### src/rtl/rl_pkg.sv
package rl_pkg;

   localparam int unsigned NUM_STAGES = 5;

   typedef enum logic [2:0] {
      CAUSE_NONE   = 3'd0,
      CAUSE_WDOG   = 3'd1,
      CAUSE_STALL  = 3'd2,
      CAUSE_THERM  = 3'd3,
      CAUSE_POWER  = 3'd4,
      CAUSE_MANUAL = 3'd5
   } cause_e;

   // ladder order is behaviour: each escalation moves one step down
   typedef enum logic [2:0] {
      STG_SVC  = 3'd0,
      STG_MOD  = 3'd1,
      STG_WARM = 3'd2,
      STG_COLD = 3'd3,
      STG_SAFE = 3'd4
   } stage_e;

   typedef enum logic [2:0] {
      ST_WATCH = 3'd0,
      ST_SNAP  = 3'd1,
      ST_HOLD  = 3'd2,
      ST_RECOV = 3'd3,
      ST_SAFE  = 3'd4
   } ladder_st_e;

   function automatic cause_e pick_cause(input logic manual, input logic power,
                                         input logic thermal, input logic stall,
                                         input logic wdog);
      cause_e c;
      if (manual)       c = CAUSE_MANUAL;
      else if (power)   c = CAUSE_POWER;
      else if (thermal) c = CAUSE_THERM;
      else if (stall)   c = CAUSE_STALL;
      else if (wdog)    c = CAUSE_WDOG;
      else              c = CAUSE_NONE;
      return c;
   endfunction

endpackage

### src/rtl/rl_hb_window.sv
module rl_hb_window #(
   parameter int unsigned TW = 16
) (
   input  logic          clk_i,
   input  logic          rst_ni,
   input  logic          en_i,
   input  logic          restart_i,
   input  logic          kick_i,
   input  logic [TW-1:0] win_min_i,
   input  logic [TW-1:0] win_max_i,
   output logic          fault_o
);

   if (TW < 2) begin : g_bad_tw
      $error("rl_hb_window: TW must be at least 2");
   end

   logic [TW-1:0] cnt_q;
   logic          early;
   logic          late;

   always_comb begin
      early = en_i && !restart_i && kick_i && (cnt_q < win_min_i);
      late  = en_i && !restart_i && !kick_i && (cnt_q >= win_max_i);
   end

   assign fault_o = early | late;

   always_ff @(posedge clk_i or negedge rst_ni) begin
      if (!rst_ni) begin
         cnt_q <= '0;
      end else if (!en_i || restart_i || kick_i || late) begin
         cnt_q <= '0;
      end else begin
         cnt_q <= cnt_q + 1'b1;
      end
   end

   // counter never runs past the late limit without reporting it
   assert_cnt_in_window_R2: assert property (@(posedge clk_i) disable iff (!rst_ni)
      cnt_q <= win_max_i);

   // a reported fault always restarts the window
   assert_fault_restarts_R2: assert property (@(posedge clk_i) disable iff (!rst_ni)
      fault_o |=> (cnt_q == '0));

endmodule

### src/rtl/rl_loop_guard.sv
module rl_loop_guard #(
   parameter int unsigned SLOTS = 3,
   parameter int unsigned TSW   = 20,
   parameter int unsigned CW    = $clog2(SLOTS + 1)
) (
   input  logic           clk_i,
   input  logic           rst_ni,
   input  logic           clear_i,
   input  logic           record_i,
   input  logic [TSW-1:0] win_i,
   output logic [CW-1:0]  count_o,
   output logic           full_o
);

   if (SLOTS < 1) begin : g_bad_slots
      $error("rl_loop_guard: SLOTS must be at least 1");
   end
   if (TSW < 4) begin : g_bad_tsw
      $error("rl_loop_guard: TSW must be at least 4");
   end
   if (CW < $clog2(SLOTS + 1)) begin : g_bad_cw
      $error("rl_loop_guard: CW too narrow for SLOTS");
   end

   logic [TSW-1:0]   now_q;
   logic [SLOTS-1:0] vld;
   logic [SLOTS-1:0] wr_sel;
   logic             found;

   always_ff @(posedge clk_i or negedge rst_ni) begin
      if (!rst_ni) now_q <= '0;
      else         now_q <= now_q + 1'b1;
   end

   // first free slot takes the new timestamp
   always_comb begin
      wr_sel = '0;
      found  = 1'b0;
      for (int i = 0; i < SLOTS; i++) begin
         if (!found && !vld[i]) begin
            wr_sel[i] = record_i;
            found     = 1'b1;
         end
      end
   end

   for (genvar g = 0; g < SLOTS; g++) begin : g_slot
      logic           v_q;
      logic [TSW-1:0] ts_q;
      logic [TSW-1:0] age;
      logic           expire;

      assign age    = now_q - ts_q;
      assign expire = v_q && (age >= win_i);

      always_ff @(posedge clk_i or negedge rst_ni) begin
         if (!rst_ni) begin
            v_q  <= 1'b0;
            ts_q <= '0;
         end else if (clear_i) begin
            v_q <= 1'b0;
         end else if (wr_sel[g]) begin
            v_q  <= 1'b1;
            ts_q <= now_q;
         end else if (expire) begin
            v_q <= 1'b0;
         end
      end

      assign vld[g] = v_q;
   end

   always_comb begin
      count_o = '0;
      for (int i = 0; i < SLOTS; i++) begin
         count_o = count_o + CW'(vld[i]);
      end
   end

   assign full_o = (count_o >= CW'(SLOTS));

   // the ladder must divert to safe mode instead of logging into a full window
   assert_no_record_when_full_R9: assert property (@(posedge clk_i) disable iff (!rst_ni)
      record_i |-> !full_o);

   assert_count_bounded_R8: assert property (@(posedge clk_i) disable iff (!rst_ni)
      count_o <= CW'(SLOTS));

   assert_clear_empties_R11: assert property (@(posedge clk_i) disable iff (!rst_ni)
      clear_i |=> (count_o == '0));

endmodule

### src/rtl/rl_ladder_fsm.sv
module rl_ladder_fsm
   import rl_pkg::*;
#(
   parameter int unsigned TW = 16,
   parameter int unsigned CW = 2
) (
   input  logic                  clk_i,
   input  logic                  rst_ni,
   input  logic                  trig_i,
   input  cause_e                cause_i,
   input  logic                  guard_full_i,
   input  logic [CW-1:0]         fail_cnt_i,
   input  logic                  snap_ack_i,
   input  logic                  clear_i,
   input  logic [TW-1:0]         cfg_recover_i,
   input  logic [TW-1:0]         cfg_flush_i,
   input  logic [TW-1:0]         cfg_backoff_i,
   output logic [NUM_STAGES-1:0] act_o,
   output logic                  snap_req_o,
   output logic                  safe_o,
   output logic                  mon_en_o,
   output logic                  hb_restart_o,
   output logic                  record_o,
   output logic                  guard_clear_o,
   output cause_e                cause_o,
   output stage_e                stage_o
);

   localparam int unsigned HW    = TW + CW + 1;
   localparam int unsigned ACT_W = NUM_STAGES;

   if (TW < 2) begin : g_bad_tw
      $error("rl_ladder_fsm: TW must be at least 2");
   end

   ladder_st_e       st_q;
   stage_e           stage_q;
   stage_e           esc_stage;
   cause_e           cause_q;
   logic [HW-1:0]    timer_q;
   logic [HW-1:0]    hold_tgt;
   logic [ACT_W-1:0] act_q;
   logic             fire;
   logic             leave_safe;

   always_comb begin
      hold_tgt   = HW'(cfg_flush_i) + HW'(cfg_backoff_i) * HW'(fail_cnt_i);
      fire       = (st_q == ST_HOLD) && (timer_q >= hold_tgt);
      leave_safe = (st_q == ST_SAFE) && clear_i;
      if (guard_full_i || stage_q == STG_COLD || stage_q == STG_SAFE) begin
         esc_stage = STG_SAFE;
      end else begin
         esc_stage = stage_e'(stage_q + 3'd1);
      end
   end

   always_ff @(posedge clk_i or negedge rst_ni) begin
      if (!rst_ni) begin
         st_q    <= ST_WATCH;
         stage_q <= STG_SVC;
         cause_q <= CAUSE_NONE;
         timer_q <= '0;
         act_q   <= '0;
      end else begin
         act_q <= '0;
         unique case (st_q)
            ST_WATCH: begin
               if (trig_i) begin
                  cause_q <= cause_i;
                  stage_q <= guard_full_i ? STG_SAFE : STG_SVC;
                  st_q    <= ST_SNAP;
               end
            end
            ST_SNAP: begin
               if (snap_ack_i) begin
                  timer_q <= '0;
                  st_q    <= ST_HOLD;
               end
            end
            ST_HOLD: begin
               if (fire) begin
                  act_q   <= ACT_W'(1) << stage_q;
                  timer_q <= '0;
                  st_q    <= (stage_q == STG_SAFE) ? ST_SAFE : ST_RECOV;
               end else begin
                  timer_q <= timer_q + 1'b1;
               end
            end
            ST_RECOV: begin
               if (trig_i) begin
                  cause_q <= cause_i;
                  stage_q <= esc_stage;
                  st_q    <= ST_SNAP;
               end else if (timer_q >= HW'(cfg_recover_i)) begin
                  st_q <= ST_WATCH;
               end else begin
                  timer_q <= timer_q + 1'b1;
               end
            end
            ST_SAFE: begin
               if (clear_i) st_q <= ST_WATCH;
            end
            default: st_q <= ST_WATCH;
         endcase
      end
   end

   assign act_o         = act_q;
   assign snap_req_o    = (st_q == ST_SNAP);
   assign safe_o        = (st_q == ST_SAFE);
   assign mon_en_o      = (st_q != ST_SAFE);
   assign record_o      = fire && (stage_q != STG_SAFE);
   assign hb_restart_o  = fire | leave_safe;
   assign guard_clear_o = leave_safe;
   assign cause_o       = cause_q;
   assign stage_o       = stage_q;

   assert_one_pulse_R1: assert property (@(posedge clk_i) disable iff (!rst_ni)
      $onehot0(act_o));

   assert_pulse_matches_stage_R1: assert property (@(posedge clk_i) disable iff (!rst_ni)
      (act_o != '0) |-> (act_o == (ACT_W'(1) << stage_o)));

   assert_quiet_during_snapshot_R4: assert property (@(posedge clk_i) disable iff (!rst_ni)
      snap_req_o |-> (act_o == '0));

   assert_flush_gap_R5: assert property (@(posedge clk_i) disable iff (!rst_ni)
      $fell(snap_req_o) |-> (act_o == '0));

   assert_safe_entry_R6: assert property (@(posedge clk_i) disable iff (!rst_ni)
      act_o[STG_SAFE] |-> safe_o);

   assert_safe_sticky_R10: assert property (@(posedge clk_i) disable iff (!rst_ni)
      (safe_o && !clear_i) |=> safe_o);

   assert_safe_silent_R10: assert property (@(posedge clk_i) disable iff (!rst_ni)
      safe_o |-> !snap_req_o);

endmodule

### src/rtl/rl_supervisor.sv
module rl_supervisor
   import rl_pkg::*;
#(
   parameter int unsigned TW     = 16,
   parameter int unsigned TSW    = 20,
   parameter int unsigned LOOP_N = 3,
   localparam int unsigned CW    = $clog2(LOOP_N + 1)
) (
   input  logic                  clk_i,
   input  logic                  rst_ni,
   input  logic                  hb_kick_i,
   input  logic                  stall_i,
   input  logic                  thermal_i,
   input  logic                  power_i,
   input  logic                  manual_i,
   input  logic                  clear_i,
   input  logic                  snap_ack_i,
   input  logic [TW-1:0]         cfg_win_min_i,
   input  logic [TW-1:0]         cfg_win_max_i,
   input  logic [TW-1:0]         cfg_recover_i,
   input  logic [TW-1:0]         cfg_flush_i,
   input  logic [TW-1:0]         cfg_backoff_i,
   input  logic [TSW-1:0]        cfg_loop_win_i,
   output logic [NUM_STAGES-1:0] act_o,
   output logic                  snap_req_o,
   output logic                  safe_o,
   output logic [2:0]            cause_o,
   output logic [2:0]            stage_o,
   output logic [CW-1:0]         fail_cnt_o
);

   if (LOOP_N < 1) begin : g_bad_loop
      $error("rl_supervisor: LOOP_N must be at least 1");
   end

   logic    hb_fault;
   logic    mon_en;
   logic    hb_restart;
   logic    record;
   logic    guard_clear;
   logic    guard_full;
   logic    trig;
   cause_e  cause_sel;
   cause_e  cause_rec;
   stage_e  stage_rec;

   rl_hb_window #(
      .TW(TW)
   ) hb_i (
      .clk_i     (clk_i),
      .rst_ni    (rst_ni),
      .en_i      (mon_en),
      .restart_i (hb_restart),
      .kick_i    (hb_kick_i),
      .win_min_i (cfg_win_min_i),
      .win_max_i (cfg_win_max_i),
      .fault_o   (hb_fault)
   );

   always_comb begin
      trig      = hb_fault | stall_i | thermal_i | power_i | manual_i;
      cause_sel = pick_cause(manual_i, power_i, thermal_i, stall_i, hb_fault);
   end

   rl_loop_guard #(
      .SLOTS(LOOP_N),
      .TSW  (TSW),
      .CW   (CW)
   ) guard_i (
      .clk_i    (clk_i),
      .rst_ni   (rst_ni),
      .clear_i  (guard_clear),
      .record_i (record),
      .win_i    (cfg_loop_win_i),
      .count_o  (fail_cnt_o),
      .full_o   (guard_full)
   );

   rl_ladder_fsm #(
      .TW(TW),
      .CW(CW)
   ) ladder_i (
      .clk_i         (clk_i),
      .rst_ni        (rst_ni),
      .trig_i        (trig),
      .cause_i       (cause_sel),
      .guard_full_i  (guard_full),
      .fail_cnt_i    (fail_cnt_o),
      .snap_ack_i    (snap_ack_i),
      .clear_i       (clear_i),
      .cfg_recover_i (cfg_recover_i),
      .cfg_flush_i   (cfg_flush_i),
      .cfg_backoff_i (cfg_backoff_i),
      .act_o         (act_o),
      .snap_req_o    (snap_req_o),
      .safe_o        (safe_o),
      .mon_en_o      (mon_en),
      .hb_restart_o  (hb_restart),
      .record_o      (record),
      .guard_clear_o (guard_clear),
      .cause_o       (cause_rec),
      .stage_o       (stage_rec)
   );

   assign cause_o = cause_rec;
   assign stage_o = stage_rec;

   // a snapshot request always carries a real cause
   assert_cause_recorded_R3: assert property (@(posedge clk_i) disable iff (!rst_ni)
      snap_req_o |-> (cause_o != 3'd0));

endmodule

### config.mk
export PLATFORM = sky130hd
export DESIGN_NAME = rl_supervisor
export DESIGN_NICKNAME = d
export VERILOG_FILES = /design/src/rtl/rl_pkg.sv /design/src/rtl/rl_hb_window.sv /design/src/rtl/rl_loop_guard.sv /design/src/rtl/rl_ladder_fsm.sv /design/src/rtl/rl_supervisor.sv
export SDC_FILE = /design/constraint.sdc
export NUM_CORES = 1
export LEC_CHECK = 0
export BUFFER_PORTS_ARGS = -buffer_cell sky130_fd_sc_hd__clkbuf_2
export CORE_MARGIN = 2
export CORE_UTILIZATION = 54
export DETAILED_ROUTE_END_ITERATION = 16
export PLACE_DENSITY_LB_ADDON = 0.05
export SLEW_MARGIN = 20
export SYNTH_ARGS = -nofsm -noshare
export SYNTH_HDL_FRONTEND = slang
export SYNTH_SLANG_ARGS = --single-unit
### constraint.sdc
create_clock -name clk_i -period 8.53 [get_ports clk_i]
set_clock_uncertainty 0.05 [all_clocks]
set_input_delay 0.853 -clock clk_i [delete_from_list [all_inputs] [get_ports clk_i]]
set_output_delay 0.853 -clock clk_i [all_outputs]
set_load 0.01 [all_outputs]
Word-level counts from Yosys, hierarchy flattened
Index checks and enable logic that the tools add are counted.
- add/subtract/negate cells: 10
- multiply operators: 1
- order comparisons: 8
- equal/unequal tests: 16
- shift-type cells: 1
- multiplexer cells: 40
- bitwise operators: 7
- reductions and logical operators: 38
- operators with widths (kind ; count):
    2-to-1 mux 19 bit ; 4
    >= comparator 20 bit ; 3
    subtractor 20 bit ; 3
    case mux 19 bit (3 select lines) ; 1
    2-to-1 mux 3 bit ; 13
    adder 20 x 1 -> 20 bit (second input constant) ; 1
    adder 16 x 18 -> 19 bit ; 1
    adder 19 x 1 -> 19 bit (second input constant) ; 1
    >= comparator 19 x 16 -> 1 bit ; 1
    >= comparator 19 bit ; 1
    multiplier 16 x 2 -> 18 bit ; 1
    adder 16 x 1 -> 16 bit (second input constant) ; 1
    >= comparator 16 bit ; 1
    < comparator 16 bit ; 1
    2-to-1 mux 16 bit ; 1
    2-to-1 mux 1 bit ; 15
    case mux 3 bit (5 select lines) ; 1
    logical AND 1 bit ; 13
    nonzero test 3 bit ; 4
    2-to-1 mux 5 bit ; 2
    == test 3 x 2 -> 1 bit (second input constant) ; 3
    != test 2 bit (second input constant) ; 4
    AND reduction 2 bit ; 4
    == test 3 bit (second input constant) ; 2
    other kinds (21) ; 39
- register bits: 132
- input bits: 109
- output and inout port bits: 15

Logic depth before layout (Yosys ltp)
Gate-level depths: netlist of run 1.
- depth after elaboration: 18
- depth in mapped cells: 27
- depth with buffers taken out: 24

By module
A second synthesis of run 1 with hierarchy kept.
- cells, all modules: 1467
- area total of the unflattened synthesis: 12633.4 µm²
- modules (own cells, without submodules) (module ; instances ; cells an instance ; area an instance (µm²)):
    rl_loop_guard ; 1 ; 788 ; 6996.7
    rl_ladder_fsm ; 1 ; 489 ; 3983.8
    rl_hb_window ; 1 ; 183 ; 1609.0
    rl_supervisor ; 1 ; 7 ; 43.8

Worst setup path before layout of run 1
No wires, ideal clock.
- kind: reg-to-reg
- from: reg guard_i.g_slot[2].v_q
- to: reg guard_i.g_slot[2].ts_q[10]
- arrival: 6.237 ns
- required time: 8.355 ns
- path slack: 2.118 ns
- cell stages (with the launch flop): 27
- cell sequence: dfrtp_1 > fa_1 > clkbuf_1 > nand2_1 > fa_1 > inv_1 > fa_1 > a21o_1 > a21oi_1 > nor2b_1 > o211ai_1 > a21oi_1 > nor2_1 > a21oi_1 > a311o_1 > xnor2_1 > ha_1 > nand3_1 > or2_1 > or3_1 > a31oi_1 > nor3_2 > a21oi_4 > nand4_1 > or3b_4 > buf_6 > mux2_4
- cells in the longest elaborated chain, start to end: 8
- elaborated cells on any way between the ends: 10
- classes of those cells: add/sub (2); mul (1); order compare (1); mux (1); reduce/logical (5)
- RTL lines (what ; RTL line ; source):
    start: declaration ; rl_loop_guard.sv:48 ; logic v_q;
    start signal: assignment ; rl_loop_guard.sv:58 ; v_q <= 1'b0;
    start signal: assignment ; rl_loop_guard.sv:61 ; v_q <= 1'b0;
    start signal: assignment ; rl_loop_guard.sv:63 ; v_q <= 1'b1;
    adder 2 x 1 -> 2 bit ; rl_loop_guard.sv:76 ; count_o = count_o + CW'(vld[i]);
    net fail_cnt_o[0] ; rl_supervisor.sv:29 ; output logic [CW-1:0] fail_cnt_o
    multiplier 16 x 2 -> 18 bit ; rl_ladder_fsm.sv:47 ; hold_tgt = HW'(cfg_flush_i) + HW'(cfg_backoff_i) * HW'(fail_cnt_i);
    adder 16 x 18 -> 19 bit ; rl_ladder_fsm.sv:47 ;
    >= comparator 19 bit ; rl_ladder_fsm.sv:48 ; fire = (st_q == ST_HOLD) && (timer_q >= hold_tgt);
    logical AND 1 bit ; rl_ladder_fsm.sv:48 ;
    logical AND 1 bit ; rl_ladder_fsm.sv:112 ; assign record_o = fire && (stage_q != STG_SAFE);
    2-to-1 mux 1 bit ; rl_loop_guard.sv:40 ; if (!found && !vld[i]) begin
    AND reduction 2 bit (no line) ; - ;
    end signal: assignment ; rl_loop_guard.sv:64 ; ts_q <= now_q;
    end: declaration ; rl_loop_guard.sv:49 ; logic [TSW-1:0] ts_q;
The timed path passes the listed nets, and every way through them passes these cells.
A chain may end at the register's enable or synchronous reset.

Worst setup path after layout of run 1
- from: reg guard_i.g_slot[2].v_q
- to: reg guard_i.g_slot[2].ts_q[8]
- cells in the longest elaborated chain, start to end: 8
- elaborated cells on any way between the ends: 10
- classes of those cells: add/sub (2); mul (1); order compare (1); mux (1); reduce/logical (5)
- RTL lines (what ; RTL line):
    adder 2 x 1 -> 2 bit ; rl_loop_guard.sv:76
    multiplier 16 x 2 -> 18 bit ; rl_ladder_fsm.sv:47
    adder 16 x 18 -> 19 bit ; rl_ladder_fsm.sv:47
    >= comparator 19 bit ; rl_ladder_fsm.sv:48
    logical AND 1 bit ; rl_ladder_fsm.sv:48
    logical AND 1 bit ; rl_ladder_fsm.sv:112
    2-to-1 mux 1 bit * ; rl_loop_guard.sv:40
    AND reduction 2 bit (no line) * ; -
Mark *: on every way between the ends. The rest lies on a longest branch, timed or not.

==> impl_metrics.toml, run 1 <==
[floorplanning]
dieArea_um2 = 24200
ios = 124
placementRows = 55
start_util_pct = 54.9
die_h_um = 156
core_um2 = 22600
die_w_um = 156

[critical_path]
crit_family = "adder cells"
rr_endpoint = "guard_i.g_slot[2].ts_q[8]"
slowest_delay_ns = 0.91
r2r_slack_ns = 1.47
r2r-start = "guard_i.g_slot[2].v_q"
crit_chain = "fa_1 -> and2_1 -> fa_1 -> ha_1 -> fa_1 -> a21o_1 -> a21oi_1 -> nor2b_1 -> o211ai_1 -> a21oi_1 -> nor2_1 -> a21oi_1 -> a311o_1 -> xnor2_1 -> ha_1 -> nand3_1 -> or2_1 -> or3_1 -> a31oi_1 -> nor3_2 -> a21oi_4 -> nand4_1 -> or3b_4 -> mux2_4"
start_kind = "flop"
path_class = "flop to flop"
cp_slowest_cell = "fa_1"
required_ns = 8.78
rr_worst_depth = 24
crit_fanout = 21
endpoint_kind = "flop"
cp.arrival_ns = 7.30
critPathBufInv = 0
worstSetupPathDepth = 24

[drt]
wirelength_mm = 28.1
wl_per_cell_um = 15.4
antenna_left = 0
drc_errors = 0
vias = 10200
drt-initial-drc-count = 581
firstDrtPassIters = 5
post_drt_via_cell_ratio = 5.57

[logic_synthesis]
synth.largest_area_cell = "dfrtp_1"
synth_nets = 1744
avgSynthCellArea_um2 = 8.83
synth_area_leaders = "dfrtp_1 27%, ha_1 21%, inv_1 5.6%"
syn-instance-count = 1408
synthFlopType = "dfrtp_1"
synth.distinct_cells = 67
synth_seq_area_share_pct = 26.6
netlist_area_um2 = 12400
yosys_register_bits = 132
synth_edf_count = 0
synth_top_area_share_pct = 26.6
synth_warnings = 0
synth_async_sr_flop_share_pct = 100

[placement]
port_buffers = 123
place_ws_ns = 1.44
place_area_um2 = 13400
place.gp.congestion = 0.825
hpwlAfterDp_mm = 22.5

[timing]
setup_viol = 0
max_freq_mhz = 142
drv_slew = 0
rsz0062_at_grt = "no"
tns_ns = 0
max_slew.worst_pin.slew_ns = 0.888
finalHoldViolCount = 0
period_minus_slack_ns = 7.06
fin_ws_ns = 1.47
relSlewSlack_pct = 40.8
period_share_pct = 82.8

[global_route]
antenna_found_initial = 0
met2_usage_pct = 42.4
busiest_layer = "met2"
overflow = 0
grt_pass1_wl_mm = 47.1
use_met1_pct = 31.0
grtUsageTotal_pct = 24.1
grt_pass1_vias = 10000
grt_start_max_net_pins = 71
met3_usage_pct = 3.19

[final_layout]
nFillCells = 2012
drive_gt1_share_pct = 13.6
area_growth_pct = 12.4
diodes = 0
design_area_um2 = 14000
nets = 1872
register_area_um2 = 3300
multi_input_area_um2 = 8340

[power_and_ir_drop]
pwr-share-comb_pct = 58.0
p_int_mw = 2.15
net-switching-power_mw = 1.50
p_sw_share_pct = 41.1
peakVddDrop_v = 0.000155
leakagePower_nw = 7.29
p_per_area_nw_per_um2 = 261
p_clk_share_pct = 21.2
pwr-share-seq_pct = 20.8

[clock_network]
clock_sinks = 132
cts_hold_buf = 0
h-tree-depth = 4
insertion_delay_ns = 0.42
numCtsBuffers = 17
cts_tree = "built"
post_cts_resized = 0
post_cts_buffers = 0
cts_root_buffer = "clkbuf_16"
cts_buffer_depth = 2
clk_pin_slew_ns = 0.06

[status]
status = "finished, final reports clean"

[hold_path]
min_path_type = "input pin to async pin"

[job]
max_cap_violations = 0
-- power groups by stage --
stage,clock network [mW],logic (mW),registers (mW)
2_1_floorplan,0,1.64,0.754
3_3_place_gp,0,2.08,0.769
3_5_place_dp,0,2.12,0.770
4_1_cts,0.790,2.14,0.759
5_1_grt,0.816,2.44,0.770
6_report,0.774,2.12,0.759
-- cells in the final DEF (no fill, tap or decap), types with 18 or more instances in the layout --
| cell | n |
|---|---|
| a21o_1 | 33 |
| a21oi_1 | 86 |
| and2_1 | 22 |
| and3_1 | 18 |
| clkbuf_2 | 122 |
| dfrtp_1 | 132 |
| fa_1 | 20 |
| ha_1 | 207 |
| inv_1 | 185 |
| mux2_2 | 25 |
| mux2_4 | 19 |
| nand2_1 | 100 |
| nand2b_1 | 31 |
| nand3_1 | 43 |
| nor2_1 | 84 |
| nor2b_1 | 20 |
| nor3_1 | 23 |
| o21ai_0 | 74 |
| xnor2_1 | 59 |
| xor2_1 | 32 |
-- metrics by stage --
step	utilization (%)	power [mW]	instances	hold WS [ns]
final	61.7	3.65	1833	0.341
after global routing	61.7	4.03	1833	0.400
after CTS	61.7	3.69	1833	0.377
after detailed placement	59.0	2.89	1802	0.436
after global placement	59.0	2.84	1802	0.439
after floorplan	-	2.39	1408	0.431
-- synth_stat cells, types with 15 or more instances --
cell type  count
a21o_1        33
a21oi_1       86
and2_1        22
and3_1        18
dfrtp_1      132
fa_1          20
ha_1         207
inv_1        185
mux2_2        25
mux2_4        19
nand2_1      100
nand2b_1      31
nand3_1       43
nand4_1       17
nor2_1        85
nor2b_1       20
nor3_1        23
o21a_1        15
o21ai_0       74
xnor2_1       59
xor2_1        32
-- kinds of logic (layout without fill, tap and decap cells) --
| family | after synthesis | count (layout) | synth area share, % |
|---|---|---|---|
| multiplexers | 46 | 46 | 4.72 |
| AO/OA/AOI/OAI | 305 | 305 | 15.7 |
| XOR/XNOR | 91 | 91 | 6.41 |
| buffers and inverters | 204 | 344 | 6.32 |
| flip-flops | 132 | 132 | 26.6 |
| AND/OR/NAND/NOR | 403 | 403 | 16.2 |
| adder cells (fa/ha/maj) | 227 | 227 | 24.1 |
-- state kept, by name, summed over array words and instances (netlist names) --
name and count:
ladder_i.cause_o 3, ladder_i.st_q 3, hb_i.cnt_q 16, guard_i.now_q 20, guard_i.g_slot.ts_q 60, guard_i.g_slot.v_q 3
ladder_i.stage_o 3, ladder_i.timer_q 19, ladder_i.act_o 5
-- routing by layer --
metal | part of all wire, % | vias to the layer above | routed length, um
li1 | - | 5188 | -
met1 | 46 | 4819 | 12900
met2 | 49 | 171 | 13800
met3 | 3.2 | 36 | 893
met4 | 2.0 | 0 | 551
met5 | 0 | - | 0
-- cell type report --
type	count	area share (%)
clock buffers	22	3.32
clock inverters	9	1.09
inverters	185	4.97
multi-input cells	1072	59.7
flip-flops and latches	132	23.6
well taps	285	2.55
repair buffers	128	4.72
-- how the worst max path moves through the flow --
stage / end / slack (ns) / start
final: guard_i.g_slot[2].ts_q[8] / 1.47 / guard_i.g_slot[2].v_q
after global routing: guard_i.g_slot[0].ts_q[3] / 0.97 / guard_i.g_slot[2].v_q
after CTS: guard_i.g_slot[0].ts_q[1] / 1.40 / guard_i.g_slot[2].v_q
after detailed placement: guard_i.g_slot[0].ts_q[1] / 1.44 / guard_i.g_slot[2].v_q
after global placement: guard_i.g_slot[0].ts_q[1] / 1.60 / guard_i.g_slot[2].v_q
after floorplan: guard_i.g_slot[2].ts_q[10] / 2.12 / guard_i.g_slot[2].v_q
Power figures use the tool's default switching activity.
==> run 2, diff against run 1 <==
Clock period 8.53 ns to 6 ns, I/O delays scaled along.
==> impl_metrics.toml, run 2 (synthesis gave the netlist of run 1 again) <==
[critical_path]
r2r-start = "guard_i.g_slot[0].v_q"
critPathBufInv = 0
cp_slowest_cell = "fa_2"
slowest_delay_ns = 0.58
worstSetupPathDepth = 24
startpoint = "guard_i.g_slot[0].v_q"
crit_path_end = "guard_i.g_slot[2].ts_q[18]"
crit_family = "adder cells"
endpoint_kind = "flop"
path_class = "flop to flop"
rr_endpoint = "guard_i.g_slot[2].ts_q[18]"
r2r_slack_ns = -0.12
cp.arrival_ns = 6.37
rr_worst_depth = 24
crit_fanout = 10
crit_chain = "fa_2 -> and2_4 -> fa_1 -> ha_4 -> fa_2 -> a21o_1 -> a21oi_2 -> nor2b_1 -> o211ai_1 -> a21oi_1 -> nor2_1 -> a21oi_2 -> a311o_1 -> xnor2_1 -> ha_1 -> nand3_1 -> or2_1 -> or3_4 -> a31oi_4 -> nor3_4 -> a21oi_4 -> nand4_1 -> or3b_4 -> mux2_4"
start_kind = "flop"
required_ns = 6.26

[power_and_ir_drop]
p_sw_share_pct = 42.0
leakagePower_nw = 7.50
p_per_area_nw_per_um2 = 368
p_int_mw = 3.09
net-switching-power_mw = 2.24
peakVddDrop_v = 0.000216
pwr-share-comb_pct = 60.8
pwr-share-seq_pct = 20.2
p_clk_share_pct = 19.0

[final_layout]
utilization_pct = 64.0
nets = 1906
final_common_cell = "ha_1"
area_growth_pct = 16.6
diodes = 0
most-common-layout-cells = "206 x ha_1, 185 x inv_1, 132 x dfrtp_1"
largest_registers = "guard_i.g_slot.ts_q x60, guard_i.now_q x20, ladder_i.timer_q x19"
regMostFlops = "guard_i.g_slot.ts_q"
nFillCells = 1947
multi_input_area_um2 = 8600
register_area_um2 = 3300
drive_gt1_share_pct = 17.4
largest_reg_flops = 60

[drt]
wirelength_mm = 28.5
antenna_left = 0
wl_per_cell_um = 15.2
firstDrtPassIters = 7
vias = 10300
drc_errors = 0
drt-initial-drc-count = 538
post_drt_via_cell_ratio = 5.49

[timing]
max_freq_mhz = 163
fin_ws_ns = -0.117
finalHoldViolCount = 0
max_slew.worst_pin.slew_ns = 0.766
rsz0062_at_grt = "yes"
relSlewSlack_pct = 49.0
period_share_pct = 102
setup_viol = 45
period_minus_slack_ns = 6.12
drv_slew = 0

[clock_network]
clk_pin_slew_ns = 0.07
cts_hold_buf = 0
cts_tree = "built"
clock_sinks = 132
numCtsBuffers = 17
cts_buffer_depth = 2
insertion_delay_ns = 0.43
h-tree-depth = 4
cts_root_buffer = "clkbuf_16"

[floorplanning]
die_w_um = 156
start_util_pct = 54.9
placementRows = 55
ios = 124
dieArea_um2 = 24200
die_h_um = 156
core_um2 = 22600

[hold_path]
min_path_type = "input pin to async pin"

[placement]
place_ws_ns = -0.105
hpwlAfterDp_mm = 22.1
port_buffers = 123
place.gp.congestion = 0.859

[status]
status = "complete, but fails checks"
violations = "setup timing"

[global_route]
overflow = 0
grt_pass1_vias = 9917
grt_pass1_wl_mm = 46.8
grtUsageTotal_pct = 23.9
grt_start_max_net_pins = 78
antenna_found_initial = 0

[job]
max_cap_violations = 0
-- run 2: changes by cell type in the layout (fill, tap and decap cells not counted), moves of 4 or more --
cell,change
buf_6,+12
buf_4,+18
mux2_4,+8
inv_6,+6
a21oi_1,-7
mux2_2,-8
a21oi_2,+7
o21ai_0,-4
-- run 2: final cells by class --
cell class	count	share of cell area, %
inverters	185	4.79
repair buffers	160	6.69
well taps	285	2.46
flip-flops and latches	132	22.8
clock inverters	15	1.00
clock buffers	17	2.94
multi-input cells	1074	59.3
-- run 2: metrics by stage --
stage          hold slack, ns  power (mW)  TNS [ns]  area [um2]  instances
2_1_floorplan           0.254        3.45         0       12500       1408
3_3_place_gp            0.439        4.15         0       13600       1821
3_5_place_dp            0.440        4.23     -2.09       13600       1821
4_1_cts                 0.197        5.28     -3.93       14200       1856
5_1_grt                 0.219        5.88    -31.18       14500       1868
6_report                0.141        5.33     -3.54       14500       1868
-- run 2: worst reg2reg max path, cell delays in order, from the launching register on --
cell and delay, ns:
dfrtp_1 0.40, fa_2 0.58, and2_4 0.14, fa_1 0.44
ha_4 0.19, fa_2 0.39, a21o_1 0.18, a21oi_2 0.14
nor2b_1 0.07, o211ai_1 0.21, a21oi_1 0.12, nor2_1 0.12
a21oi_2 0.08, a311o_1 0.30, xnor2_1 0.14, ha_1 0.30
nand3_1 0.06, or2_1 0.24, or3_4 0.41, a31oi_4 0.17
nor3_4 0.08, a21oi_4 0.16, nand4_1 0.15, or3b_4 0.56
mux2_4 0.33
-- run 2: worst min path at each step --
stage                                   start                   endpoint  slack [ns]  cells past startpoint
after global placement    ladder_i.cause_o[0]        ladder_i.cause_o[0]        0.44                      1
after CTS                              rst_ni             hb_i.cnt_q[13]        0.20                      1
after detailed placement  ladder_i.cause_o[0]        ladder_i.cause_o[0]        0.44                      1
final                                  rst_ni             hb_i.cnt_q[11]        0.14                      1
after global routing                   rst_ni             hb_i.cnt_q[13]        0.22                      1
after floorplan                        rst_ni  guard_i.g_slot[0].ts_q[0]        0.25                      0
-- run 2: power groups by stage --
| stage | Combinational, mW | Clock (mW) | Sequential (mW) |
|---|---|---|---|
| after floorplan | 2.37 | 0 | 1.07 |
| after global placement | 3.06 | 0 | 1.09 |
| after detailed placement | 3.13 | 0 | 1.09 |
| after CTS | 3.17 | 1.03 | 1.08 |
| after global routing | 3.72 | 1.07 | 1.09 |
| final | 3.24 | 1.01 | 1.08 |
-- run 2: per-layer routing --
| layer | wire, um | vias to the layer above | GRT usage (%) |
|---|---|---|---|
| met5 | 0 | - | 0 |
| met1 | 13400 | 4805 | 31.0 |
| met2 | 13800 | 152 | 42.0 |
| met3 | 767 | 27 | 3.03 |
| li1 | - | 5280 | - |
| met4 | 495 | 0 | 6.51 |
-- run 2: repair_timing --
action                     4_1_cts  5_1_grt
setup endpoints to repair       44      106
resized for setup               10       48
pin swaps                        1        4
gates cloned                     1        2
setup buffers                    2       10
